`src/rtl/brk_pkg.sv`:
```
// Package: shared register indices and control bit positions for the
// address-match breakpoint controller. Assumes byte-wide registers (>= 8 bits).
package brk_pkg;
    typedef enum logic [1:0] {
        IDX_ADDR_HI = 2'd0,
        IDX_ADDR_LO = 2'd1,
        IDX_CTRL    = 2'd2,
        IDX_SPARE   = 2'd3
    } brk_idx_e;

    localparam int CTRL_EN_BIT   = 7;
    localparam int CTRL_SOFT_BIT = 6;
    localparam int CTRL_ACT_BIT  = 5;
endpackage

```
`src/rtl/brk_regfile.sv`:
```
// Module: brk_regfile
// Holds the break address bytes, the compare enable and the software request
// bit, and returns read data for the register bus. Assumes `accept` is high
// only in a cycle where the sequencer takes a break. The active flag is
// owned by the sequencer and is only reflected here.
module brk_regfile #(
    parameter int DATA_W = 8,
    localparam int BADDR_W = 2 * DATA_W
) (
    input  logic               clk,
    input  logic               rst_n,
    input  logic [1:0]         reg_addr,
    input  logic               reg_wr_en,
    input  logic [DATA_W-1:0]  reg_wdata,
    input  logic               brk_active,
    input  logic               accept,
    output logic [BADDR_W-1:0] brk_addr,
    output logic               cmp_en,
    output logic               soft_req,
    output logic [DATA_W-1:0]  reg_rdata
);
    import brk_pkg::*;

    logic [DATA_W-1:0] addr_hi_q, addr_lo_q;
    logic              en_q, soft_q;
    logic              wr_hi, wr_lo, wr_ctrl, soft_set;

    assign wr_hi    = reg_wr_en && (reg_addr == IDX_ADDR_HI);
    assign wr_lo    = reg_wr_en && (reg_addr == IDX_ADDR_LO);
    assign wr_ctrl  = reg_wr_en && (reg_addr == IDX_CTRL);
    assign soft_set = wr_ctrl && reg_wdata[CTRL_SOFT_BIT];

    // Break address bytes: loaded by bus writes.
    always_ff @(posedge clk) begin
        if (!rst_n) begin
            addr_hi_q <= '0;
            addr_lo_q <= '0;
        end else begin
            if (wr_hi) addr_hi_q <= reg_wdata;
            if (wr_lo) addr_lo_q <= reg_wdata;
        end
    end

    // Compare enable: follows bit 7 on control writes.
    always_ff @(posedge clk) begin
        if (!rst_n)       en_q <= 1'b0;
        else if (wr_ctrl) en_q <= reg_wdata[CTRL_EN_BIT];
    end

    // Software request: set by writing 1, cleared when a break is accepted.
    always_ff @(posedge clk) begin
        if (!rst_n)        soft_q <= 1'b0;
        else if (soft_set) soft_q <= 1'b1;
        else if (accept)   soft_q <= 1'b0;
    end

    // Read mux: index 3 and unused control bits read zero.
    always_comb begin
        reg_rdata = '0;
        unique case (brk_idx_e'(reg_addr))
            IDX_ADDR_HI: reg_rdata = addr_hi_q;
            IDX_ADDR_LO: reg_rdata = addr_lo_q;
            IDX_CTRL: begin
                reg_rdata[CTRL_EN_BIT]   = en_q;
                reg_rdata[CTRL_SOFT_BIT] = soft_q;
                reg_rdata[CTRL_ACT_BIT]  = brk_active;
            end
            IDX_SPARE:   reg_rdata = '0;
        endcase
    end

    assign brk_addr = {addr_hi_q, addr_lo_q};
    assign cmp_en   = en_q;
    assign soft_req = soft_q;


    soft_clears_chk: assert property (@(posedge clk) disable iff (!rst_n)
        (accept && !soft_set) |=> !soft_req);


    addr_hold_chk: assert property (@(posedge clk) disable iff (!rst_n)
        !(wr_hi || wr_lo) |=> $stable(brk_addr));
endmodule

```
`src/rtl/brk_addr_cmp.sv`:
```
// Module: brk_addr_cmp
// Combinational equality compare of the fetch address against the programmed
// break address. Assumes `fetch` marks program-counter addresses only.
module brk_addr_cmp #(
    parameter int ADDR_W = 16
) (
    input  logic              cmp_en,
    input  logic              fetch,
    input  logic [ADDR_W-1:0] cpu_addr,
    input  logic [ADDR_W-1:0] brk_addr,
    output logic              hit
);
    logic [ADDR_W-1:0] diff;

    // Bitwise difference; a hit needs every bit equal.
    always_comb begin
        diff = cpu_addr ^ brk_addr;
        hit  = cmp_en && fetch && (diff == '0);
    end
endmodule

```
`src/rtl/brk_sequencer.sv`:
```
// Module: brk_sequencer
// Accepts a break from an address hit or a pending software request, emits a
// one-cycle request pulse, keeps the break-active flag until return-from-
// interrupt, and selects the vector locations. Assumes `rti` is a single-
// cycle strobe.
module brk_sequencer #(
    parameter int                ADDR_W   = 16,
    parameter logic [ADDR_W-1:0] NORM_VEC = 16'hFFFC,
    parameter logic [ADDR_W-1:0] MON_VEC  = 16'hFEFC
) (
    input  logic              clk,
    input  logic              rst_n,
    input  logic              hit,
    input  logic              soft_req,
    input  logic              rti,
    input  logic              monitor_mode,
    output logic              accept,
    output logic              brk_req,
    output logic              brk_active,
    output logic [ADDR_W-1:0] vec_hi,
    output logic [ADDR_W-1:0] vec_lo
);
    localparam logic [ADDR_W-1:0] NORM_VEC_LO = NORM_VEC + ADDR_W'(1);
    localparam logic [ADDR_W-1:0] MON_VEC_LO  = MON_VEC + ADDR_W'(1);

    logic req_q, act_q;

    assign accept = (hit || soft_req) && !act_q;

    // Request pulse: one cycle per accepted break.
    always_ff @(posedge clk) begin
        if (!rst_n) req_q <= 1'b0;
        else        req_q <= accept;
    end

    // Active flag: set on accept, cleared by return-from-interrupt.
    always_ff @(posedge clk) begin
        if (!rst_n)            act_q <= 1'b0;
        else if (accept)       act_q <= 1'b1;
        else if (act_q && rti) act_q <= 1'b0;
    end

    // Vector locations: monitor mode selects the alternate pair.
    always_comb begin
        vec_hi = monitor_mode ? MON_VEC    : NORM_VEC;
        vec_lo = monitor_mode ? MON_VEC_LO : NORM_VEC_LO;
    end

    assign brk_req    = req_q;
    assign brk_active = act_q;


    req_single_chk: assert property (@(posedge clk) disable iff (!rst_n)
        brk_req |=> !brk_req);


    req_sets_active_chk: assert property (@(posedge clk) disable iff (!rst_n)
        brk_req |-> brk_active);


    active_hold_chk: assert property (@(posedge clk) disable iff (!rst_n)
        (brk_active && !rti) |=> brk_active);


    rti_clear_chk: assert property (@(posedge clk) disable iff (!rst_n)
        (brk_active && rti) |=> !brk_active);


    no_retrigger_chk: assert property (@(posedge clk) disable iff (!rst_n)
        (brk_active && $past(brk_active)) |-> !brk_req);


    soft_fires_chk: assert property (@(posedge clk) disable iff (!rst_n)
        (soft_req && !brk_active) |=> brk_req);
endmodule

```
`src/rtl/addr_break_unit.sv`:
```
// Module: addr_break_unit (top)
// Address-match and software-requested breakpoint controller. Ties the
// register file, the address comparator and the break sequencer together.
// Assumes the break address spans exactly two data-width registers.
module addr_break_unit #(
    parameter int DATA_W = 8,
    parameter int ADDR_W = 16
) (
    input  logic              clk,
    input  logic              rst_n,
    input  logic [15:0]       cpu_addr,
    input  logic              cpu_fetch,
    input  logic              rti_strobe,
    input  logic              monitor_mode,
    input  logic [1:0]        reg_addr,
    input  logic              reg_wr_en,
    input  logic [7:0]        reg_wdata,
    output logic [7:0]        reg_rdata,
    output logic              brk_req,
    output logic              brk_active,
    output logic              wdog_hold,
    output logic [15:0]       vec_addr_hi,
    output logic [15:0]       vec_addr_lo
);
    localparam int BADDR_W = 2 * DATA_W;

    logic [BADDR_W-1:0] brk_addr;
    logic               cmp_en, soft_req, hit, accept;

    initial begin
        if (BADDR_W != ADDR_W || ADDR_W != 16 || DATA_W != 8)
            $error("addr_break_unit: width parameters do not match ports");
    end

    brk_regfile #(.DATA_W(DATA_W)) u_regs (
        .clk        (clk),
        .rst_n      (rst_n),
        .reg_addr   (reg_addr),
        .reg_wr_en  (reg_wr_en),
        .reg_wdata  (reg_wdata),
        .brk_active (brk_active),
        .accept     (accept),
        .brk_addr   (brk_addr),
        .cmp_en     (cmp_en),
        .soft_req   (soft_req),
        .reg_rdata  (reg_rdata)
    );

    brk_addr_cmp #(.ADDR_W(ADDR_W)) u_cmp (
        .cmp_en   (cmp_en),
        .fetch    (cpu_fetch),
        .cpu_addr (cpu_addr),
        .brk_addr (brk_addr),
        .hit      (hit)
    );

    brk_sequencer #(.ADDR_W(ADDR_W)) u_seq (
        .clk          (clk),
        .rst_n        (rst_n),
        .hit          (hit),
        .soft_req     (soft_req),
        .rti          (rti_strobe),
        .monitor_mode (monitor_mode),
        .accept       (accept),
        .brk_req      (brk_req),
        .brk_active   (brk_active),
        .vec_hi       (vec_addr_hi),
        .vec_lo       (vec_addr_lo)
    );

    assign wdog_hold = brk_active;


    wdog_rise_chk: assert property (@(posedge clk) disable iff (!rst_n)
        $rose(wdog_hold) |-> brk_req);


    no_hit_chk: assert property (@(posedge clk) disable iff (!rst_n)
        (!cpu_fetch && !soft_req && !brk_active) |=> !brk_req);
endmodule

```
`config.mk`:
```
export PLATFORM = sky130hd
export DESIGN_NAME = addr_break_unit
export DESIGN_NICKNAME = d
export VERILOG_FILES = /design/src/rtl/brk_pkg.sv /design/src/rtl/brk_regfile.sv /design/src/rtl/brk_addr_cmp.sv /design/src/rtl/brk_sequencer.sv /design/src/rtl/addr_break_unit.sv
export SDC_FILE = /design/constraint.sdc
export NUM_CORES = 1
export LEC_CHECK = 0
export BUFFER_PORTS_ARGS = -buffer_cell sky130_fd_sc_hd__buf_4
export CAP_MARGIN = 20
export CORE_MARGIN = 1.5
export CORE_UTILIZATION = 47
export CTS_CLUSTER_SIZE = 12
export DETAILED_ROUTE_END_ITERATION = 16
export PLACE_DENSITY = 0.84
export SYNTH_ARGS = -nofsm -noshare
export SYNTH_HDL_FRONTEND = slang
export SYNTH_SLANG_ARGS = --single-unit
```
`constraint.sdc`:
```
create_clock -name clk -period 2.65 [get_ports clk]
set_clock_uncertainty 0.05 [all_clocks]
set_input_delay 0.53 -clock clk [delete_from_list [all_inputs] [get_ports clk]]
set_output_delay 0.53 -clock clk [all_outputs]
set_load 0.02 [all_outputs]
```
==> out/qor.txt <==
status -> completed
Critical Path AT -> 1.47 ns
Placer Congestion -> 0.7703
CP startpoint kind -> input port
final setup fails -> 0
clk slew on worst S/H paths -> 0.10 ns
Filler Cell Count -> 266
Vias -> 1085
detailed placer's ending HPWL -> 2133 µm
Tmin final -> 2.046 ns
Setup crit end kind -> output pin
Ys Warns -> 0
leakage -> 0.7430 nW
Tcrit/Tclk final -> 77.22%
Worst R2R Setup Slack -> 1.30 ns
vias in the first global route -> 1013
clk_lat worst skew -> 0.30 ns
worst path bufs/invs -> 3
Syn Inst Count -> 158
die height -> 56.55 µm
Int Power -> 0.4291 mW
most common cell after layout, fill and taps aside -> buf_4
Worst R2R Start -> u_regs.addr_lo_q[6]
nets@finish -> 231
worst vdd ir -> 255.7 µV
RR Endpoint -> u_seq.brk_req
Initial Utilization -> 49.29%
area of the multi-input gates -> 770.7 µm²
slowest cell delay on critical path -> 0.22 ns
Die ar. -> 3197 µm²
DR WL/cell -> 12.16 µm
CTS tree -> yes
Final Slew Violations -> 0
worst hold path class -> input port to flip-flop
ant diodes -> 0
final wirelength -> 2772 µm
cells along the critical path -> buf_4, nor2b_1, buf_4, nand2_1, o21ai_0, buf_4
proportion of power drawn by the clock network -> 22.8%
Unique masters post-synth -> 23
DRC -> 0
I/O Buffers -> 44
Worst path depth -> 6
initial antenna violation count -> 0
Synth Cell Area -> 1348 µm²
CTS sink cnt -> 20
gr ovfl total -> 0
drt first pass iters -> 4
clock buffer depth -> 2
max frequency -> 488.7 MHz
Worst Setup EP -> reg_rdata[6]
worst reg2reg path depth -> 4
Core ar. -> 2734 µm²
sequential power share -> 51.5%
Max Cap Violations -> 0
H-tree levels -> 1
Yosys reg bits -> 20
Crit Path Category -> input port to output pin
most frequent cells in the layout -> buf_4, conb_1, dfxtp_1
Rows -> 19
average cell area after synthesis -> 8.529 µm²
CTS Buf Count -> 3
post-CTS sizing -> 0
1st-iter DRT viols -> 22
pin count of the biggest net entering global routing -> 22
combinational share of power -> 25.7%
CP startpoint -> reg_addr[0]
GR Util All Layers -> 17.91%
CP Max Fanout -> 12
RSZ-0062 raised after global routing -> false
Die X-Extent -> 56.55 µm
# hold bufs at CTS -> 0
overall power -> 0.6188 mW
setup_tns -> 0 ns
global-route wire length before repair -> 4526 µm
non-filler cells, final -> 228
share of layout cells above drive strength 1 -> 25.38%
io pins -> 75
placed insts -> 225
CP top delay family -> buffers and inverters
vias per inst -> 4.759
Root Buffer Master -> clkbuf_4
Hold Startpoint -> reg_wdata[3]
post-CTS setup buffer count -> 0
sequential share of the synthesized area -> 29.71%
Sw Pwr -> 0.1897 mW
slowest CP cell -> buf_4
Final Hold Fails -> 0
CP most frequent cell -> buf_4
Worst Path Required -> 2.07 ns
Final ANT Viol Nets -> 0
area grow syn2layout -> 17.92%
switching part of the total -> 30.66%
Storage cell area -> 400.4 µm²
PD cells -> 389.4 nW/µm²
## metal layers
metal	global-route usage, %	part of all wire, %
met5	0	0
met3	2.535	7.6
met4	6.803	1.8
met1	23.53	44
met2	29.57	47
## worst register-to-register path, stage by stage, from the launching register on
cell and delay (ns):
dfxtp_1 0.36, xor2_1 0.17, nor4_1 0.37, nand4_1 0.19, o21ai_1 0.14
## Yosys cell counts
master / count / share of area, %
mux2i_1: 17 / 13
clkbuf_1: 2 / 0.56
xor2_1: 13 / 8.4
nor2_1: 6 / 1.7
inv_1: 1 / 0.28
a21boi_1: 1 / 0.56
nand3b_1: 2 / 1.1
nor3b_1: 1 / 0.56
buf_2: 3 / 1.1
xnor2_1: 3 / 2.0
nand3_1: 9 / 3.3
nor4_1: 3 / 1.4
dfxtp_1: 20 / 30
a21boi_0: 8 / 4.5
nor2b_1: 10 / 4.6
o21ai_0: 3 / 1.1
conb_1: 2 / 0.56
o21ai_1: 2 / 0.74
nand2_1: 14 / 3.9
nand4_1: 1 / 0.46
o211ai_1: 1 / 0.56
buf_4: 34 / 19
nand4b_1: 2 / 1.3
## final cells by class
| type | count | share of cell area, % |
|---|---|---|
| tap | 31 | 2.441 |
| multi-input combinational | 126 | 48.50 |
| clock buffer | 3 | 1.417 |
| inverter | 1 | 0.2362 |
| timing repair buffer | 47 | 22.20 |
| sequential | 20 | 25.20 |
## per-stage QoR
step	instance area (µm²)	util [%]	hold slack [ns]	setup slack, ns
after floorplan	1453	-	0.4094	0.7627
after global placement	1567	57.30	0.4287	0.6585
after detailed placement	1567	57.30	0.4315	0.6280
after CTS	1589	58.12	0.4409	0.6161
after global routing	1589	58.12	0.4567	0.5201
final	1589	58.12	0.4451	0.6037
## worst min-delay path by stage
stage | slack (ns) | end | depth (start not counted)
6_report | 0.45 | u_regs.addr_hi_q[3] | 3
4_1_cts | 0.44 | u_regs.addr_lo_q[1] | 3
5_1_grt | 0.46 | u_regs.addr_hi_q[5] | 3
3_3_place_gp | 0.43 | u_regs.addr_lo_q[2] | 2
2_1_floorplan | 0.41 | u_regs.addr_lo_q[1] | 2
3_5_place_dp | 0.43 | u_regs.addr_lo_q[1] | 2
## flip-flops by register name, indices dropped and copies added, names as in the netlist
register,cells
u_regs.soft_req,1
u_seq.brk_active,1
u_regs.addr_hi_q,8
u_regs.cmp_en,1
u_regs.addr_lo_q,8
u_seq.brk_req,1
## logic make-up after synthesis
kind of cell | share of synthesized area, %
buffers and inverters | 20.89
AO/OA/AOI/OAI | 7.428
other | 0.5573
AND/OR/NAND/NOR | 18.38
flip-flops | 29.71
multiplexers | 12.63
XOR/XNOR | 10.40
## power by group through the flow
stage / logic, mW / registers (mW) / clock network, mW
2_1_floorplan: 0.134 / 0.324 / 0
3_3_place_gp: 0.156 / 0.326 / 0
3_5_place_dp: 0.158 / 0.326 / 0
4_1_cts: 0.158 / 0.319 / 0.145
5_1_grt: 0.172 / 0.321 / 0.155
6_report: 0.159 / 0.319 / 0.141
No activity file was read; power rests on OpenSTA's default activity.
